==> config.mk <==
export PLATFORM = sky130hd
export DESIGN_NAME = cavlcScanTop
export DESIGN_NICKNAME = d
export VERILOG_FILES = /design/src/rtl/cavlcScanPkg.sv /design/src/rtl/scanDatapath.sv /design/src/rtl/scanControl.sv /design/src/rtl/cavlcScanTop.sv
export SDC_FILE = /design/constraint.sdc
export NUM_CORES = 1
export LEC_CHECK = 0
export BUFFER_PORTS_ARGS = -buffer_cell sky130_fd_sc_hd__buf_4
export CORE_MARGIN = 10
export CORE_UTILIZATION = 60
export CTS_BUF_LIST = sky130_fd_sc_hd__clkbuf_8
export DETAILED_ROUTE_END_ITERATION = 12
export PLACE_DENSITY = 0.88
export REMOVE_ABC_BUFFERS = 1
export SLEW_MARGIN = 20
export SYNTH_ARGS = -nofsm -noshare
export SYNTH_HDL_FRONTEND = slang
export SYNTH_SLANG_ARGS = --single-unit
==> constraint.sdc <==
create_clock -name clk -period 17.1 [get_ports clk]
set_clock_uncertainty 0.15 [all_clocks]
set_input_delay 0 -clock clk [delete_from_list [all_inputs] [get_ports clk]]
set_output_delay 0 -clock clk [all_outputs]
set_load 0.05 [all_outputs]
==> src/rtl/cavlcScanPkg.sv <==
package cavlcScanPkg;

  localparam int BLK_N = 16;
  localparam int POS_W = $clog2(BLK_N);
  localparam int CNT_W = POS_W + 1;

  // Per-block header quantities handed to the table coders.
  typedef struct packed {
    logic [CNT_W-1:0] totalCoeff;
    logic [1:0]       trailOnes;
    logic [2:0]       trailSigns;
    logic [POS_W-1:0] totalZeros;
  } blkHdrT;

  // Strobes from control to datapath.
  typedef struct packed {
    logic loadPend;  // capture input block into holding stage
    logic moveAct;   // holding stage -> emit stage
    logic stepCoef;  // retire current nonzero coefficient
    logic showHdr;   // current record is the header
  } scanCtrlT;

  // Raster index feeding each zigzag position of a 4x4 block.
  function automatic int zzToRaster(input int k);
    case (k)
      0: return 0;   1: return 1;   2: return 4;   3: return 8;
      4: return 5;   5: return 2;   6: return 3;   7: return 6;
      8: return 9;   9: return 12; 10: return 13; 11: return 10;
      12: return 7; 13: return 11; 14: return 14; default: return 15;
    endcase
  endfunction

endpackage

==> src/rtl/scanDatapath.sv <==
module scanDatapath
  import cavlcScanPkg::*;
#(
  parameter int COEF_W = 16
) (
  input  logic                    clk,
  input  logic                    rstN,
  input  scanCtrlT                ctrl,
  input  logic [BLK_N*COEF_W-1:0] blkIn,
  output logic                    hdrEmpty,
  output logic                    lastCoef,
  output blkHdrT                  outHdr,
  output logic [COEF_W-1:0]       outLevel,
  output logic [POS_W-1:0]        outRunBefore,
  output logic                    outRunValid,
  output logic [POS_W-1:0]        outPos
);

  // Highest set bit of a mask (0 when empty).
  function automatic logic [POS_W-1:0] topOne(input logic [BLK_N-1:0] m);
    logic [POS_W-1:0] idx;
    idx = '0;
    for (int i = 0; i < BLK_N; i++) begin
      if (m[i]) idx = POS_W'(i);
    end
    return idx;
  endfunction

  // ---------------- zigzag reorder and nonzero mask ----------------
  logic [COEF_W-1:0] zzIn [BLK_N];
  logic [BLK_N-1:0]  inMask;

  generate
    for (genvar k = 0; k < BLK_N; k++) begin : gZz
      localparam int SRC = zzToRaster(k);
      assign zzIn[k]   = blkIn[SRC*COEF_W +: COEF_W];
      assign inMask[k] = |zzIn[k];
    end
  endgenerate

  // ---------------- block analysis on the incoming block ----------------
  logic [CNT_W-1:0] nzCount;
  logic [POS_W-1:0] nzTop;
  logic [CNT_W-1:0] zeroSpan;
  logic [1:0]       t1Count;
  logic [2:0]       t1Signs;
  logic             t1Stop;
  blkHdrT           inHdr;

  always_comb begin
    nzCount = '0;
    for (int i = 0; i < BLK_N; i++) nzCount = nzCount + CNT_W'(inMask[i]);
    nzTop    = topOne(inMask);
    zeroSpan = CNT_W'(nzTop) + CNT_W'(1) - nzCount;
  end

  always_comb begin
    t1Count = '0;
    t1Signs = '0;
    t1Stop  = 1'b0;
    for (int i = BLK_N - 1; i >= 0; i--) begin
      if (inMask[i] && !t1Stop) begin
        if (((zzIn[i] == COEF_W'(1)) || (zzIn[i] == {COEF_W{1'b1}})) && (t1Count != 2'd3)) begin
          t1Signs[t1Count] = zzIn[i][COEF_W-1];
          t1Count          = t1Count + 2'd1;
        end else begin
          t1Stop = 1'b1;
        end
      end
    end
  end

  always_comb begin
    inHdr.totalCoeff = nzCount;
    inHdr.trailOnes  = t1Count;
    inHdr.trailSigns = t1Signs;
    inHdr.totalZeros = (nzCount == '0) ? '0 : zeroSpan[POS_W-1:0];
  end

  // ---------------- holding stage ----------------
  logic [COEF_W-1:0] pendCoef [BLK_N];
  logic [BLK_N-1:0]  pendMask;
  blkHdrT            pendHdr;

  always_ff @(posedge clk) begin
    if (!rstN) begin
      pendMask <= '0;
      pendHdr  <= '0;
    end else if (ctrl.loadPend) begin
      pendMask <= inMask;
      pendHdr  <= inHdr;
    end
  end

  always_ff @(posedge clk) begin
    if (ctrl.loadPend) begin
      for (int k = 0; k < BLK_N; k++) pendCoef[k] <= zzIn[k];
    end
  end

  // ---------------- emit stage with leading-one stepping ----------------
  logic [COEF_W-1:0] actCoef [BLK_N];
  logic [BLK_N-1:0]  remMask;
  blkHdrT            actHdr;
  logic [POS_W-1:0]  zerosLeft;

  logic [POS_W-1:0]  curPos;
  logic [POS_W-1:0]  nextPos;
  logic [BLK_N-1:0]  restMask;
  logic              hasNext;
  logic [POS_W-1:0]  runGap;

  assign curPos   = topOne(remMask);
  assign restMask = remMask & ~(BLK_N'(1) << curPos);
  assign nextPos  = topOne(restMask);
  assign hasNext  = |restMask;
  assign runGap   = hasNext ? (curPos - nextPos - POS_W'(1)) : '0;

  always_ff @(posedge clk) begin
    if (!rstN) begin
      remMask   <= '0;
      actHdr    <= '0;
      zerosLeft <= '0;
    end else if (ctrl.moveAct) begin
      remMask   <= pendMask;
      actHdr    <= pendHdr;
      zerosLeft <= pendHdr.totalZeros;
    end else if (ctrl.stepCoef) begin
      remMask   <= restMask;
      zerosLeft <= zerosLeft - runGap;
    end
  end

  always_ff @(posedge clk) begin
    if (ctrl.moveAct) begin
      for (int k = 0; k < BLK_N; k++) actCoef[k] <= pendCoef[k];
    end
  end

  // ---------------- record fields ----------------
  assign hdrEmpty     = (actHdr.totalCoeff == '0);
  assign lastCoef     = !hasNext;
  assign outHdr       = actHdr;
  assign outLevel     = ctrl.showHdr ? '0 : actCoef[curPos];
  assign outRunBefore = ctrl.showHdr ? '0 : runGap;
  assign outRunValid  = !ctrl.showHdr && hasNext && (zerosLeft != '0);
  assign outPos       = ctrl.showHdr ? '0 : curPos;

endmodule

==> src/rtl/scanControl.sv <==
module scanControl
  import cavlcScanPkg::*;
(
  input  logic     clk,
  input  logic     rstN,
  input  logic     startIn,
  input  logic     outReady,
  input  logic     hdrEmpty,
  input  logic     lastCoef,
  output scanCtrlT ctrl,
  output logic     inReady,
  output logic     outValid,
  output logic     outIsCoef,
  output logic     outLast
);

  logic pendFull;
  logic actFull;
  logic hdrPhase;
  logic fire;
  logic finish;

  assign fire     = actFull && outReady;
  assign outLast  = hdrPhase ? hdrEmpty : lastCoef;
  assign finish   = fire && outLast;

  assign ctrl.loadPend = startIn && !pendFull;
  assign ctrl.moveAct  = pendFull && (!actFull || finish);
  assign ctrl.stepCoef = fire && !hdrPhase;
  assign ctrl.showHdr  = hdrPhase;

  assign inReady   = !pendFull;
  assign outValid  = actFull;
  assign outIsCoef = !hdrPhase;

  always_ff @(posedge clk) begin
    if (!rstN) begin
      pendFull <= 1'b0;
      actFull  <= 1'b0;
      hdrPhase <= 1'b1;
    end else begin
      if (ctrl.loadPend)     pendFull <= 1'b1;
      else if (ctrl.moveAct) pendFull <= 1'b0;

      if (ctrl.moveAct)  actFull <= 1'b1;
      else if (finish)   actFull <= 1'b0;

      if (ctrl.moveAct)          hdrPhase <= 1'b1;
      else if (fire && hdrPhase) hdrPhase <= 1'b0;
    end
  end

endmodule

==> src/rtl/cavlcScanTop.sv <==
module cavlcScanTop
  import cavlcScanPkg::*;
#(
  parameter int COEF_W = 16
) (
  input  logic                    clk,
  input  logic                    rstN,
  input  logic                    startIn,
  input  logic [BLK_N*COEF_W-1:0] blkIn,
  output logic                    inReady,
  output logic                    outValid,
  input  logic                    outReady,
  output logic                    outIsCoef,
  output logic [CNT_W-1:0]        outTotalCoeff,
  output logic [1:0]              outTrailOnes,
  output logic [2:0]              outTrailSigns,
  output logic [POS_W-1:0]        outTotalZeros,
  output logic [COEF_W-1:0]       outLevel,
  output logic [POS_W-1:0]        outRunBefore,
  output logic                    outRunValid,
  output logic                    outLast,
  output logic [POS_W-1:0]        outPos
);

  scanCtrlT ctrl;
  blkHdrT   hdr;
  logic     hdrEmpty;
  logic     lastCoef;

  scanControl uCtrl (
    .clk       (clk),
    .rstN      (rstN),
    .startIn   (startIn),
    .outReady  (outReady),
    .hdrEmpty  (hdrEmpty),
    .lastCoef  (lastCoef),
    .ctrl      (ctrl),
    .inReady   (inReady),
    .outValid  (outValid),
    .outIsCoef (outIsCoef),
    .outLast   (outLast)
  );

  scanDatapath #(.COEF_W(COEF_W)) uData (
    .clk          (clk),
    .rstN         (rstN),
    .ctrl         (ctrl),
    .blkIn        (blkIn),
    .hdrEmpty     (hdrEmpty),
    .lastCoef     (lastCoef),
    .outHdr       (hdr),
    .outLevel     (outLevel),
    .outRunBefore (outRunBefore),
    .outRunValid  (outRunValid),
    .outPos       (outPos)
  );

  assign outTotalCoeff = hdr.totalCoeff;
  assign outTrailOnes  = hdr.trailOnes;
  assign outTrailSigns = hdr.trailSigns;
  assign outTotalZeros = hdr.totalZeros;

endmodule

==> out/qor.yml, run 1 <==
fp.dieH_um: 230
clock-sinks: 579
place_congestion: 0.965
haltStage: "global routing"
outcome: "aborted with a tool error"
cts_buffer_depth: 3
htree_levels: 3
antenna_found_initial: 62
io_buffers: 302
synthSimpleGateAreaFrac_pct: 14.0
synth-xor-area-share_pct: 0.629
grt_usage_pct: 77.0
synth-edff-count: 512
grt_max_degree: 151
fp-row-count: 76
error: "[ERROR GRT-0232] Routing congestion too high. Check the congestion heatmap in the GUI."
synthesis.area_sq_um: 26500
synthArstFlopShare_pct: 0
start_util_pct: 61.0
synth_ff_type: "edfxtp_1"
ios: 303
synth_top_family_by_area: "simple AND/OR/NAND/NOR gates"
ys_seq_area_share_pct: 63.2
synth_compound_area_share_pct: 12.0
dpl.hpwl_um: 68500
post-cts-setup-buffer-count: 0
yosysWarnings: 0
syn_inst: 2000
synth.distinct_cells: 119
root_buffer: "clkbuf_8"
synth-seq-cells: 579
synth_fa_ha_area_share_pct: 2.31
synthMuxAreaShare_pct: 5.66
place_ws_ps: 5780
die_w_um: 230
avgSynthCellArea_sq_um: 13.2
overflow: 37
cts_buffers: 87
-- kinds of logic after synthesis --
kind of cell               after synthesis
adders and majority gates               41
AOI/OAI and AO/OA                      433
buffers and inverters                  149
muxes                                   78
xor gates and xnor gates                19
DFF                                    579
and+or+nand+nor                        701
-- metal layers --
metal	GRT usage, %	overflow
met3	74.1	4
met2	87.4	14
met1	71.8	3
met4	74.9	16
met5	60.9	0
-- per-stage QoR --
step | instance area [sq um] | hold WS (ps) | instances
CTS | 36100 | 0.988 | 3502
global placement | 29400 | 45.4 | 2834
detailed placement | 29400 | 48.7 | 2834
floorplan | 26100 | -78.2 | 1920
-- Yosys cell counts (all sizes together) (6+ instances only) --
cell type    n  area (sq um)
inv         69           259
a21oi      108           548
o211ai      30           230
nand2b       9          56.3
ha          28           350
mux2         7          82.6
o31ai        8          65.1
o21ai       56           288
o21bai       7          52.6
o22ai       10          75.1
edfxtp     512         15400
nor2       116           445
a22oi       12           109
buf         26           146
a21o        22           165
o2111ai      6          52.6
dfxtp       67          1340
and2        12          75.1
or2         12          75.1
mux4        56          1260
a31oi       14          87.6
nand3       43           228
nand2      186           706
xnor2       14           123
nor4        82           562
and3        21           131
and4        10          87.6
or3         13          81.3
o32a         6          60.1
fa          13           260
o21a         8          61.3
clkbuf      54           203
a211oi      40           305
o32ai        7          76.3
a2111oi      9           124
a311oi      16           146
nor3        67           357
nand4       91           569
mux2i       15           154
or4         15           128
-- timing repair --
action	CTS
hold endpoints to repair	319
resized for setup	0
hold buffers	511
==> run 2, diff against run 1 <==
CORE_UTILIZATION = 40   (was 60)
CTS_BUF_LIST = not set   (was sky130_fd_sc_hd__clkbuf_8)
PLACE_DENSITY = not set   (was 0.88)
PLACE_DENSITY_LB_ADDON = 0.15   (was not set)
==> out/qor.yml, run 2 <==
synth_ff_type: "edfxtp_1"
drive_above_1_share_pct: 20.0
top_regs: "uData.actCoef: 256 flops, uData.pendCoef: 256 flops"
cts_buffer_depth: 3
instances_no_fill: 3686
power.total_mw: 3.60
vias: 21800
place_ws_ps: 5360
post_drt_via_cell_ratio: 5.91
cts_buffers: 60
cts.clk_slew.worst_paths_ps: 60
ios: 303
start_kind: "input pin"
worstSetupPathType: "input pin to register"
final_cell_mix: "512 x edfxtp_1, 453 x dlygate4sd3_1, 329 x buf_4, 184 x nand2_1, 113 x nor2_1"
grt_usage_pct: 26.1
tightest_slew_ps: 1190
yosysMostFrequentCell: "edfxtp_1"
critPathMostFrequentCell: "inv_1"
io_buffers: 302
final_common_cell: "edfxtp_1"
die_w_um: 277
dpl.hpwl_um: 74900
hold_viol_final: 0
ys_seq_area_share_pct: 63.2
routedWlPerCell_um: 28.2
cpMaxStageDelayCell: "o41ai_2"
syn_inst: 2000
overflow: 0
p_leak_nw: 13.0
synth_commonest_cells: "512 x edfxtp_1, 185 x nand2_1, 114 x nor2_1"
antenna_found_initial: 10
endpoint_kind: "register"
hold_class: "input pin to register"
avgSynthCellArea_sq_um: 13.2
fin_ws_ps: 5440
root_buffer: "clkbuf_16"
drt_first_pass_iters: 7
clock_latency_ps: 620
synth-seq-cells: 579
cp_max_fo: 11
clock.fmax_mhz: 85.8
slew_violations: 0
period_minus_slack_ps: 11660
fp-row-count: 94
synthesis.area_sq_um: 26500
synth.distinct_cells: 119
synth_area_leaders: "edfxtp_1 58%, dfxtp_1 5.1%, mux4_2 4.8%"
grt_pass1_vias: 22000
drc: 0
finish.utilization_pct: 55.6
clock-sinks: 579
synth_top_area_share_pct: 58.1
fp.coreArea_sq_um: 65600
synth-edff-count: 512
grt_max_degree: 184
drv_cap: 0
nNetsFinal: 3066
grt_pass1_wl_um: 150000
ir_drop_uv: 74.8
cts_resized: 0
max_slew_margin_pct: 20.6
start_util_pct: 40.3
place_congestion: 0.905
place_inst: 3114
fp.dieArea_sq_um: 76900
htree_levels: 2
drt_iter0_drc: 2442
max_stage_delay_ps: 790
outcome: "completed"
totalNegativeSetupSlack_ps: 0
power_density_nw_per_um2: 98.7
ant_nets: 0
fin_crit_sh_pct: 68.2
grt_setup_unrepaired: "no"
cts_tree: "yes"
critPathRequiredTime_ps: 17450
yosysWarnings: 0
yosys.area.top_type: "edfxtp_1"
setup_viol: 0
drt-total-wl_um: 104000
area_growth_pct: 37.8
synthArstFlopShare_pct: 0
fp.dieH_um: 277
arrival_ps: 12010
[run 2: logic make-up after synthesis]
kind of cell / count (synthesis) / share of synthesized area, %
AOI/OAI and AO/OA: 433 / 12.0
xor gates and xnor gates: 19 / 0.629
adders and majority gates: 41 / 2.31
buffers and inverters: 149 / 2.30
DFF: 579 / 63.2
muxes: 78 / 5.66
and+or+nand+nor: 701 / 14.0
[run 2: final timing paths]
| kind | endpoint | start | slack (ps) | depth (start not counted) |
|---|---|---|---|---|
| max | uData.pendHdr[4] | blkIn[225] | 5440 | 42 |
| min | uData.pendCoef[1][26] | blkIn[202] | 20 | 2 |
| max reg2reg | uData.actCoef[13][6] | uData.remMask[5] | 9940 | 20 |
| min reg2reg | uData.actCoef[8][14] | uData.pendCoef[1][14] | 260 | 0 |
[run 2: layout make-up]
| cell class | count | area, sq um |
|---|---|---|
| fill | 5341 | 29200 |
| sequential | 579 | 16700 |
| multi-input combinational | 1272 | 9190 |
| timing repair buffer | 783 | 7020 |
| clock buffer | 71 | 1610 |
| tap | 864 | 1080 |
| clock inverter | 41 | 546 |
| inverter | 69 | 277 |
| antenna | 7 | 17.5 |
[run 2: timing repair]
item | 4_1_cts | 5_1_grt
buffers inserted | 0 | 0
hold endpoints to repair | 289 | 0
hold buffers | 453 | 0
[run 2: power by group]
| group | internal (mW) | switching, mW | leakage (nW) |
|---|---|---|---|
| clock | 0.857 | 0.566 | 1.05 |
| combinational | 0.219 | 0.304 | 6.52 |
| sequential | 1.63 | 0.0278 | 5.39 |
[run 2: critical path, delay by kind of cell]
| kind | cells | cell delay, ps |
|---|---|---|
| and+or+nand+nor | 15 | 4630 |
| adders and majority gates | 4 | 1030 |
| buffers and inverters | 8 | 1320 |
| xor gates and xnor gates | 1 | 220 |
| AOI/OAI and AO/OA | 14 | 4770 |
[run 2: metal layers]
metal | routed length, um | track usage (%) | vias up
met5 | 0 | 0 | -
met2 | 49200 | 42.4 | 1011
met3 | 7210 | 3.65 | 172
li1 | - | - | 9576
met1 | 43900 | 35.2 | 11000
met4 | 3660 | 9.23 | 0
[run 2: stage by stage]
stage | hold WS, ps | area [sq um]
after global placement | 46.2 | 29700
after CTS | 0.167 | 36400
after global routing | 3.46 | 36500
after floorplan | -78.2 | 26100
after detailed placement | 48.8 | 29700
final | 21.2 | 36500
Power figures use the tool's default switching activity.
==> run 3, diff against run 2 <==
clock period = 11.1 ns   (was 17.1 ns; I/O delays follow)
==> out/qor.yml, run 3 (synthesis gave the netlist of run 2 again) <==
antenna_found_initial: 10
grt_max_degree: 136
clock.fmax_mhz: 94.6
tightest_slew_ps: 1060
power_density_nw_per_um2: 145
fp.dieH_um: 277
arrival_ps: 10930
swShare_pct: 25.4
hold_class: "input pin to register"
nNetsFinal: 3095
max_slew_margin_pct: 28.8
cpMaxStageDelayCell: "or4_4"
outcome: "completed"
path_delay_family: "compound AO/OA/AOI/OAI gates"
htree_levels: 2
cts_buffers: 58
p_int_mw: 3.98
drc: 0
die_w_um: 277
io_buffers: 302
final_cell_mix: "512 x edfxtp_1, 463 x dlygate4sd3_1, 350 x buf_4, 181 x nand2_1, 110 x nor2_1"
fin_crit_sh_pct: 95.2
critPathRequiredTime_ps: 11460
cts_tree: "yes"
ios: 303
area_growth_pct: 38.4
worstSetupPathType: "input pin to register"
slew_violations: 0
root_buffer: "clkbuf_16"
endpoint_kind: "register"
totalNegativeSetupSlack_ps: 0
place_congestion: 0.949
period_minus_slack_ps: 10570
power_frac_comb_pct: 15.2
overflow: 0
fp.coreArea_sq_um: 65600
crit_buf_inv: 9
switching_power_mw: 1.35
finish.utilization_pct: 55.8
fp.dieArea_sq_um: 76900
max_stage_delay_ps: 630
p_clk_share_pct: 37.0
power.total_mw: 5.33
cts.clk_slew.worst_paths_ps: 60
clock-sinks: 579
start_kind: "input pin"
drive_above_1_share_pct: 20.6
clock_latency_ps: 630
dpl.hpwl_um: 74500
grt_usage_pct: 26.2
hold_viol_final: 0
cp_max_fo: 15
p_leak_nw: 13.0
routedWlPerCell_um: 27.9
drt_iter0_drc: 2249
post_drt_via_cell_ratio: 5.87
fillerInstances: 5287
cts_buffer_depth: 3
fin_area_sq_um: 36600
power_frac_seq_pct: 47.8
start_util_pct: 40.3
ant_nets: 0
setup_viol: 0
drv_cap: 0
grt_pass1_wl_um: 150000
vias: 21800
top_regs: "uData.actCoef: 256 flops, uData.pendCoef: 256 flops"
final_common_cell: "edfxtp_1"
drt_first_pass_iters: 6
ir_drop_uv: 132
placed_cell_area_sq_um: 29900
fp-row-count: 94
grt_pass1_vias: 22200
drt-total-wl_um: 104000
-- run 3: stage by stage --
stage / std cells / hold WS, ps / setup WS, ps
after floorplan: 1920 / -78.2 / -2230
after global placement: 3128 / 46.6 / 400
after detailed placement: 3128 / 48.2 / 62.1
after CTS: 3698 / 1.36 / 156
after global routing: 3711 / 12.9 / -11.9
final: 3715 / 17.8 / 529
-- run 3: worst paths after layout --
path	from	endpoint	slack [ps]	depth (start not counted)
hold reg to reg	uData.pendCoef[0][17]	uData.actCoef[1][1]	260	0
setup / recovery	blkIn[248]	uData.pendHdr[6]	530	44
setup reg to reg	uData.remMask[2]	uData.zerosLeft[3]	4570	32
hold / removal	blkIn[182]	uData.pendCoef[1][86]	20	2
-- run 3: cell type report --
type / instances / area (sq um) / share of cell area, %
flip-flops and latches: 579 / 16700 / 45.6
multi-input cells: 1272 / 9360 / 25.5
repair buffers: 814 / 7280 / 19.9
clock buffers: 77 / 1560 / 4.27
well taps: 864 / 1080 / 2.95
clock inverters: 31 / 333 / 0.909
inverters: 69 / 277 / 0.755
diodes: 9 / 22.5 / 0.0615
-- run 3: routing by layer --
| metal | GRT usage (%) | vias up | part of all wire (%) |
|---|---|---|---|
| li1 | - | 9629 | - |
| met1 | 35.7 | 10900 | 42 |
| met2 | 42.7 | 1046 | 48 |
| met3 | 3.82 | 186 | 6.9 |
| met4 | 8.03 | 0 | 3.1 |
| met5 | 0 | - | 0 |
-- run 3: power by group through the flow --
stage	combinational [mW]	sequential, mW	clock [mW]
after floorplan	0.335	2.59	0
after global placement	0.662	2.59	0
after detailed placement	0.668	2.59	0
after global routing	0.857	2.55	2.08
after CTS	0.803	2.54	1.99
final	0.810	2.55	1.97
-- run 3: worst register-to-register path: cells and delay by family, from the launching register on --
family / cells / cell delay, ps
simple gates: 6 / 1240
xor+xnor: 1 / 170
buf+inv: 4 / 860
fa+ha+maj: 3 / 1000
compound gates: 18 / 2660
flops: 1 / 350
-- run 3: what timing repair did --
item	CTS	global route
resized for setup	0	38
endpoints found under the hold margin	286	1
setup buffers	0	7
setup endpoints to repair	0	5
hold buffers	462	1
